===== src/rtl/fri_pkg.sv =====
package fri_pkg;

  typedef enum logic [1:0] {
    RMODE_NEAREST = 2'b00,
    RMODE_UP      = 2'b01,
    RMODE_DOWN    = 2'b10,
    RMODE_ZERO    = 2'b11
  } fri_mode_e;

  // Increment decision for a magnitude truncated at the integer point.
  function automatic logic fri_round_up(input fri_mode_e mode, input logic sgn,
                                        input logic lsb, input logic rnd,
                                        input logic stk);
    logic lost;
    lost = rnd | stk;
    case (mode)
      RMODE_NEAREST: fri_round_up = rnd & (stk | lsb);
      RMODE_UP:      fri_round_up = !sgn & lost;
      RMODE_DOWN:    fri_round_up = sgn & lost;
      default:       fri_round_up = 1'b0;
    endcase
  endfunction

endpackage


===== src/rtl/fri_fmt_decode.sv =====
module fri_fmt_decode (
  input  logic [1:0] fmt,
  output logic       sel_dp,
  output logic       undef
);
  // only 00 and 01 are supported formats
  assign undef  = fmt[1];
  assign sel_dp = fmt[0];
endmodule


===== src/rtl/fri_core.sv =====
module fri_core #(
  parameter int EXP_W = 8,
  parameter int MAN_W = 23,
  parameter int INT_W = 32,
  localparam int W = 1 + EXP_W + MAN_W
) (
  input  logic [W-1:0] op,
  input  logic [1:0]   mode,
  output logic [W-1:0] res,
  output logic         invalid,
  output logic         inexact
);
  import fri_pkg::*;

  localparam int BIAS  = (1 << (EXP_W - 1)) - 1;
  localparam int FR    = MAN_W + 2;            // fraction bits kept in window
  localparam int SW    = MAN_W + 1 + INT_W + 1;
  localparam int MAG_W = INT_W + 1;
  localparam int SH_W  = $clog2(INT_W + 2);
  localparam logic signed [EXP_W+1:0] UE_MAX = (EXP_W+2)'(INT_W - 1);
  localparam logic signed [EXP_W+1:0] UE_MIN = -(EXP_W+2)'(2);
  localparam logic [MAG_W-1:0] LIMIT = MAG_W'(1) << (INT_W - 1);
  localparam logic [W-1:0] SAT = {1'b1, EXP_W'(BIAS + INT_W - 1), MAN_W'(0)};

  // Rebuild a float from a sign and an integer magnitude.
  function automatic logic [W-1:0] pack_int(input logic s, input logic [MAG_W-1:0] m);
    int lead;
    logic [MAG_W+MAN_W-1:0] ext;
    lead = -1;
    for (int i = 0; i < MAG_W; i++) if (m[i]) lead = i;
    if (lead < 0) begin
      pack_int = {s, (W-1)'(0)};
    end else begin
      ext = {m, MAN_W'(0)} >> lead;
      pack_int = {s, EXP_W'(BIAS + lead), ext[MAN_W-1:0]};
    end
  endfunction

  logic                    sgn;
  logic [EXP_W-1:0]        ex;
  logic [MAN_W-1:0]        mn;
  logic signed [EXP_W+1:0] ue;
  logic                    is_special, is_big, is_tiny;
  logic [SH_W-1:0]         sh;
  logic [SW-1:0]           wide;
  logic [INT_W-1:0]        int_part;
  logic                    rnd_bit, stk_bit, lost, up;
  logic [MAG_W-1:0]        mag;
  logic                    out_of_range;

  assign sgn = op[W-1];
  assign ex  = op[W-2:MAN_W];
  assign mn  = op[MAN_W-1:0];
  assign ue  = $signed({2'b00, ex}) - $signed((EXP_W+2)'(BIAS));

  assign is_special = &ex;
  assign is_big     = !is_special && (ue > UE_MAX);
  assign is_tiny    = ue < UE_MIN;

  assign sh   = SH_W'(ue - UE_MIN);
  assign wide = SW'({1'b1, mn}) << sh;

  always_comb begin
    if (is_tiny) begin
      int_part = '0;
      rnd_bit  = 1'b0;
      stk_bit  = (ex != '0) || (mn != '0);
    end else begin
      int_part = wide[SW-1:FR];
      rnd_bit  = wide[FR-1];
      stk_bit  = |wide[FR-2:0];
    end
  end

  assign lost = rnd_bit | stk_bit;
  assign up   = fri_round_up(fri_mode_e'(mode), sgn, int_part[0], rnd_bit, stk_bit);
  assign mag  = {1'b0, int_part} + MAG_W'(up);

  assign out_of_range = sgn ? (mag > LIMIT) : (mag >= LIMIT);

  assign invalid = is_special | is_big | out_of_range;
  assign inexact = !invalid & lost;
  assign res     = invalid ? SAT : (inexact ? pack_int(sgn, mag) : op);
endmodule


===== src/rtl/fri32_round_unit.sv =====
module fri32_round_unit #(
  parameter int INT_W  = 32,
  parameter int OP_W   = 64,
  parameter int SP_EXP = 8,
  parameter int SP_MAN = 23,
  parameter int DP_EXP = 11,
  parameter int DP_MAN = 52
) (
  input  logic            clk,
  input  logic            rst_n,
  input  logic            in_valid,
  input  logic [1:0]      in_fmt,
  input  logic [1:0]      in_mode,
  input  logic [OP_W-1:0] in_operand,
  output logic            out_valid,
  output logic [OP_W-1:0] out_result,
  output logic            out_invalid,
  output logic            out_inexact,
  output logic            out_undef
);
  localparam int NFMT = 2;

  logic            sel_dp, fmt_undef;
  logic [OP_W-1:0] core_res [NFMT];
  logic [NFMT-1:0] core_inv, core_inx;
  logic [OP_W-1:0] nxt_result;
  logic            nxt_inv, nxt_inx;

  fri_fmt_decode u_dec (.fmt(in_fmt), .sel_dp(sel_dp), .undef(fmt_undef));

  for (genvar gi = 0; gi < NFMT; gi++) begin : g_fmt
    localparam int EW = (gi == 0) ? SP_EXP : DP_EXP;
    localparam int MW = (gi == 0) ? SP_MAN : DP_MAN;
    localparam int WW = 1 + EW + MW;
    logic [WW-1:0] res_w;
    fri_core #(.EXP_W(EW), .MAN_W(MW), .INT_W(INT_W)) u_core (
      .op(in_operand[WW-1:0]), .mode(in_mode), .res(res_w),
      .invalid(core_inv[gi]), .inexact(core_inx[gi]));
    assign core_res[gi] = OP_W'(res_w);
  end

  assign nxt_result = fmt_undef ? '0 : core_res[sel_dp];
  assign nxt_inv    = !fmt_undef & core_inv[sel_dp];
  assign nxt_inx    = !fmt_undef & core_inx[sel_dp];

  always_ff @(posedge clk or negedge rst_n) begin
    if (!rst_n) begin
      out_valid   <= 1'b0;
      out_result  <= '0;
      out_invalid <= 1'b0;
      out_inexact <= 1'b0;
      out_undef   <= 1'b0;
    end else begin
      out_valid <= in_valid;
      if (in_valid) begin
        out_result  <= nxt_result;
        out_invalid <= nxt_inv;
        out_inexact <= nxt_inx;
        out_undef   <= fmt_undef;
      end
    end
  end
endmodule


===== config.mk =====
export PLATFORM = sky130hd
export DESIGN_NAME = fri32_round_unit
export DESIGN_NICKNAME = d
export VERILOG_FILES = /design/src/rtl/fri_pkg.sv /design/src/rtl/fri_fmt_decode.sv /design/src/rtl/fri_core.sv /design/src/rtl/fri32_round_unit.sv
export SDC_FILE = /design/constraint.sdc
export NUM_CORES = 1
export LEC_CHECK = 0
export ABC_AREA = 1
export BUFFER_PORTS_ARGS = -buffer_cell sky130_fd_sc_hd__buf_2
export CORE_ASPECT_RATIO = 0.7
export CORE_MARGIN = 3
export CORE_UTILIZATION = 60
export CTS_BUF_LIST = sky130_fd_sc_hd__clkbuf_8
export DETAILED_ROUTE_END_ITERATION = 8
export PLACE_DENSITY_LB_ADDON = 0.05
export SLEW_MARGIN = 5
export SYNTH_ARGS = -nofsm -noshare
export SYNTH_HDL_FRONTEND = slang
export SYNTH_HIERARCHICAL = 1
export SYNTH_SLANG_ARGS = --single-unit

===== constraint.sdc =====
create_clock -name clk -period 1 [get_ports clk]
set_input_delay 0.05 -clock clk [delete_from_list [all_inputs] [get_ports clk]]
set_output_delay 0.05 -clock clk [all_outputs]
set_load 0.02 [all_outputs]

==> summary.txt, run 1 <==
Run status
  – Outcome: stopped before the end
  – Last stage: global routing
  – Err: [ERROR GRT-0116] Global routing finished with congestion. Check the congestion regions in the DRC Viewer.

Floorplanning
  – Initial Utilization: 62.0%
  – Chip width: 210 µm
  – Die height: 149 µm
  – Io pins: 139
  – # rows: 51

Placed design
  – Final GP Congestion: 1.28
  – IO Port Bufs: 138
  – DP HPWL: 75900 µm
  – Placed cells: 4565

Clock network
  – CTS Sinks: 68
  – CTS buffer count: 9
  – # H-tree levels: 3
  – CTS root buf: clkbuf_8
  – CTS Buffer Depth: 2

Synth
  – Syn Area/Cell: 5.08 µm²
  – Sequential area share after synthesis: 9.74%
  – #FFs+latches synth: 68
  – Top cells by area, synth: nand2_1 (28%), nand3_1 (21%), dfrtp_1 (9.7%)
  – Post-Syn Area: 17500 µm²
  – Yosys top cell by area: nand2_1
  – Post-synthesis cell count: 3437
  – Most frequent cell after synthesis: nand2_1
  – Post-synth EDFFs: 0
  – Post-synth ARST share: 100%
  – Syn nets: 3527
  – Unique masters post-synth: 63
  – Top post-synthesis cells by count: nand2_1 (1313), nand3_1 (736), inv_1 (267)
  – Most used DFF post-synth: dfrtp_1
  – Yosys warnings: 6
  – Share of the synthesized area in the top cell type: 28.2%

Global routing
  – All-Layer GR Usage: 87.9%
  – Largest net degree at the start of global routing: 45
  – GRT overflow: 419
  – Vias in the first global route: 37111
  – Global-route wire length before repair: 216000 µm
cells by family after synthesis:
group	Yosys count	share of synthesized area, %
mux	2	0.115
compound gates	298	9.72
fa+ha+maj	19	1.36
simple gates	2508	63.9
flops	68	9.74
buf+inv	495	12.7
xor+xnor	47	2.48
metal layers:
metal  track usage (%)  overflow
met3              81.6        52
met2              97.2       188
met4              84.8       130
met1              87.3        44
met5              66.1         5
through the flow:
| step | area [µm²] | setup slack (ns) | hold slack, ns | setup TNS, ns | util (%) |
|---|---|---|---|---|---|
| CTS | 26400 | -5.54 | 0.0531 | -357.96 | 93.5 |
| floorplan | 18700 | -5.04 | -0.246 | -317.11 | - |
| detailed placement | 25100 | -6.49 | -0.104 | -413.25 | 88.9 |
| global placement | 25100 | -6.10 | -0.108 | -390.51 | 88.9 |
what timing repair did:
item | CTS
gates resized for setup | 191
pin swaps | 31
endpoints found under the hold margin | 70
hold buffers | 2
buffers inserted | 29
setup endpoints to repair | 79
cloned | 5
==> inputs of run 2 (changes only) <==
--- a/config.mk
+++ b/config.mk
@@ -7,12 +7,10 @@
 export LEC_CHECK = 0
 export ABC_AREA = 1
 export BUFFER_PORTS_ARGS = -buffer_cell sky130_fd_sc_hd__buf_2
-export CORE_ASPECT_RATIO = 0.7
 export CORE_MARGIN = 3
-export CORE_UTILIZATION = 60
-export CTS_BUF_LIST = sky130_fd_sc_hd__clkbuf_8
+export CORE_UTILIZATION = 40
 export DETAILED_ROUTE_END_ITERATION = 8
-export PLACE_DENSITY_LB_ADDON = 0.05
+export PLACE_DENSITY_LB_ADDON = 0.15
 export SLEW_MARGIN = 5
 export SYNTH_ARGS = -nofsm -noshare
 export SYNTH_HDL_FRONTEND = slang
==> run 2 against run 1 <==
The flow now finishes, with violations (setup timing). Synthesized area unchanged. Synthesized cell count unchanged.
==> summary.txt, run 2 <==
Run status
  – Outcome: finished with violations
  – Violated checks: setup timing

Routing
  – Vias: 29180
  – Drt drc: 0
  – Drt total wl: 101000 µm
  – First DRT Iteration DRCs: 4080
  – DR vias/cell: 5.81
  – Drt pass-1 iters: 6
  – Routed WL per cell: 20.1 µm
  – Remaining antenna violation count: 0

Floorplanning
  – Core ar.: 42500 µm²
  – Initial Utilization: 41.1%
  – Die height: 215 µm
  – Die area: 46200 µm²
  – # rows: 75
  – Chip width: 215 µm
  – Io pins: 139

Synth
  – Sequential area share after synthesis: 9.74%
  – Unique masters post-synth: 63
  – Syn Area/Cell: 5.08 µm²
  – Most used DFF post-synth: dfrtp_1
  – Post-Syn Area: 17500 µm²
  – Top cells by area, synth: nand2_1 (28%), nand3_1 (21%), dfrtp_1 (9.7%)
  – Post-synth ARST share: 100%
  – Top post-synthesis cells by count: nand2_1 (1313), nand3_1 (736), inv_1 (267)
  – Yosys top cell by area: nand2_1
  – Post-synth EDFFs: 0
  – Most frequent cell after synthesis: nand2_1
  – Yosys warnings: 6
  – Post-synthesis cell count: 3437
  – Syn nets: 3527
  – #FFs+latches synth: 68
  – Share of the synthesized area in the top cell type: 28.2%

Flow run
  – Max_cap viols: 0

Timing
  – Max Fclk: 148 MHz
  – RSZ-0062 raised after global routing: true
  – Min Clock Period, post-route: 6.77 ns
  – Pins Over Slew Limit: 0
  – PnR worst setup slack: -5.77 ns
  – Worst-Margin Slew: 0.565 ns
  – Setup tns final: -367.52 ns
  – Final worst path period share: 677%
  – Final hold vios: 0
  – Worst Clk Skew: 0 ns
  – Setup violators final: 67
  – Slew headroom: 62.4%

Global routing
  – Largest net degree at the start of global routing: 44
  – All-Layer GR Usage: 39.9%
  – Global-route wire length before repair: 149000 µm
  – Vias in the first global route: 26309
  – GRT overflow: 0
  – Initial antenna violation count: 3

Cells and area
  – Leading cell type in the layout, fill and taps excluded: nand2_1
  – Filler Cells Inserted: 3660
  – Largest reg by FF count: out_result
  – Most frequent cells in the layout: nand2_1 (1192), buf_4 (908), nand3_1 (541), inv_1 (246), nand3_2 (193)
  – # nets final: 4526
  – Finished Layout Cells: 5021
  – Layout cells sized above 1: 41.7%
  – Max reg flops: 64
  – Area Growth Syn to Fin: 74.0%
  – Design Area, Final: 30400 µm²

Critical path
  – Worst EP required: 1.28 ns
  – Slowest CP cell: ha_4
  – Crit Path Class: in -> reg
  – Worst flop-to-flop path startpoint: out_result[29]
  – Crit path DAT: 7.05 ns
  – Startpoint Class: input port
  – CP Launch Point: in_operand[52]
  – CP peak stage delay: 0.29 ns
  – Crit end category: flop
  – CP max FO: 9

Power
  – Power density over the cells: 1770 nW/µm²
  – Leakage: 0.0157 µW
  – VDD IR max: 1.45 mV
  – Total power: 53700 µW

Placed design
  – DP HPWL: 76700 µm
  – Post-DP Area: 26200 µm²
  – Placed cells: 4873
  – Final GP Congestion: 1.07
  – IO Port Bufs: 138

Hold path
  – Hold Startpoint: in_valid
  – Min-delay worst type: in -> reg

Clock network
  – CTS root buf: clkbuf_16
  – CTS tree: done
  – CTS Sinks: 68
  – Worst-Skew Late Latency: 0.34 ns
  – # H-tree levels: 3
  – CTS Buffer Depth: 2
  – CTS buffer count: 9
  – Clk pin slew, worst setup/hold paths: 0.06 ns
==> run 2: path summary, 6_finish.rpt <==
path	to	slack, ns	depth (start not counted)
max	out_result[47]	-5.77	55
min	out_undef	0.01	3
max reg2reg	out_result[29]	0.28	2
min reg2reg	out_result[18]	0.47	2
max in group asynchronous	out_result[53]	0.41	3
min in group asynchronous	out_result[6]	0.12	2
==> run 2: logic make-up after synthesis <==
group | Yosys count | share of synthesized area, %
flip-flops | 68 | 9.74
AND/OR/NAND/NOR | 2508 | 63.9
buffers and inverters | 495 | 12.7
AO/OA/AOI/OAI | 298 | 9.72
multiplexers | 2 | 0.115
adder cells (fa/ha/maj) | 19 | 1.36
XOR/XNOR | 47 | 2.48
==> run 2: worst max-delay path: cells and delay by family <==
family	cells	cell delay (ns)
buffers and inverters	14	1.67
AND/OR/NAND/NOR	28	3.12
adder cells (fa/ha/maj)	4	0.87
AO/OA/AOI/OAI	9	1.32
==> run 2: metrics by stage <==
stage,hold slack [ns],setup slack [ns],util [%]
2_1_floorplan,-0.246,-5.04,-
3_3_place_gp,-0.0669,-6.31,61.7
3_5_place_dp,-0.0669,-6.44,61.7
4_1_cts,0.00740,-5.34,68.2
5_1_grt,0.0313,-6.00,71.5
6_report,0.0117,-5.77,71.5
==> run 2: area by class of cell <==
type                       instances  area, µm²  share of cell area (%)
antenna                            3       7.51                  0.0247
inverter                         306       1240                    4.07
timing repair inverter             1       7.51                  0.0247
clock buffer                       9        225                   0.741
timing repair buffer            1169       9760                    32.1
tap                              577        722                    2.37
clock inverter                     7        130                   0.428
sequential                        68       1700                    5.60
multi-input combinational       2881      16600                    54.6
==> run 2: repair_timing <==
item                       CTS  global route
gates resized for setup    369           224
cloned                      21             3
hold endpoints to repair    69             0
pin swaps                  124           124
setup endpoints to repair   68            69
hold buffers                 2             0
setup buffers               51            55
==> run 2: power breakdown <==
group          switching, µW  total (µW)  internal [µW]  leakage, µW
clock network           1390        3870           2480     0.000174
registers                171        3170           3000     0.000913
logic                  27300       46700          19400       0.0146
total                  28900       53700          24900       0.0157
==> run 2: metal layers <==
metal / vias up / share of wire, % / track usage [%]
met5: - / 0 / 0
met4: 0 / 4.6 / 13.2
met3: 397 / 13 / 8.02
met2: 1982 / 41 / 58.8
met1: 13456 / 42 / 57.8
li1: 13345 / - / -
Note: power is estimated with default switching activity, not from simulation.
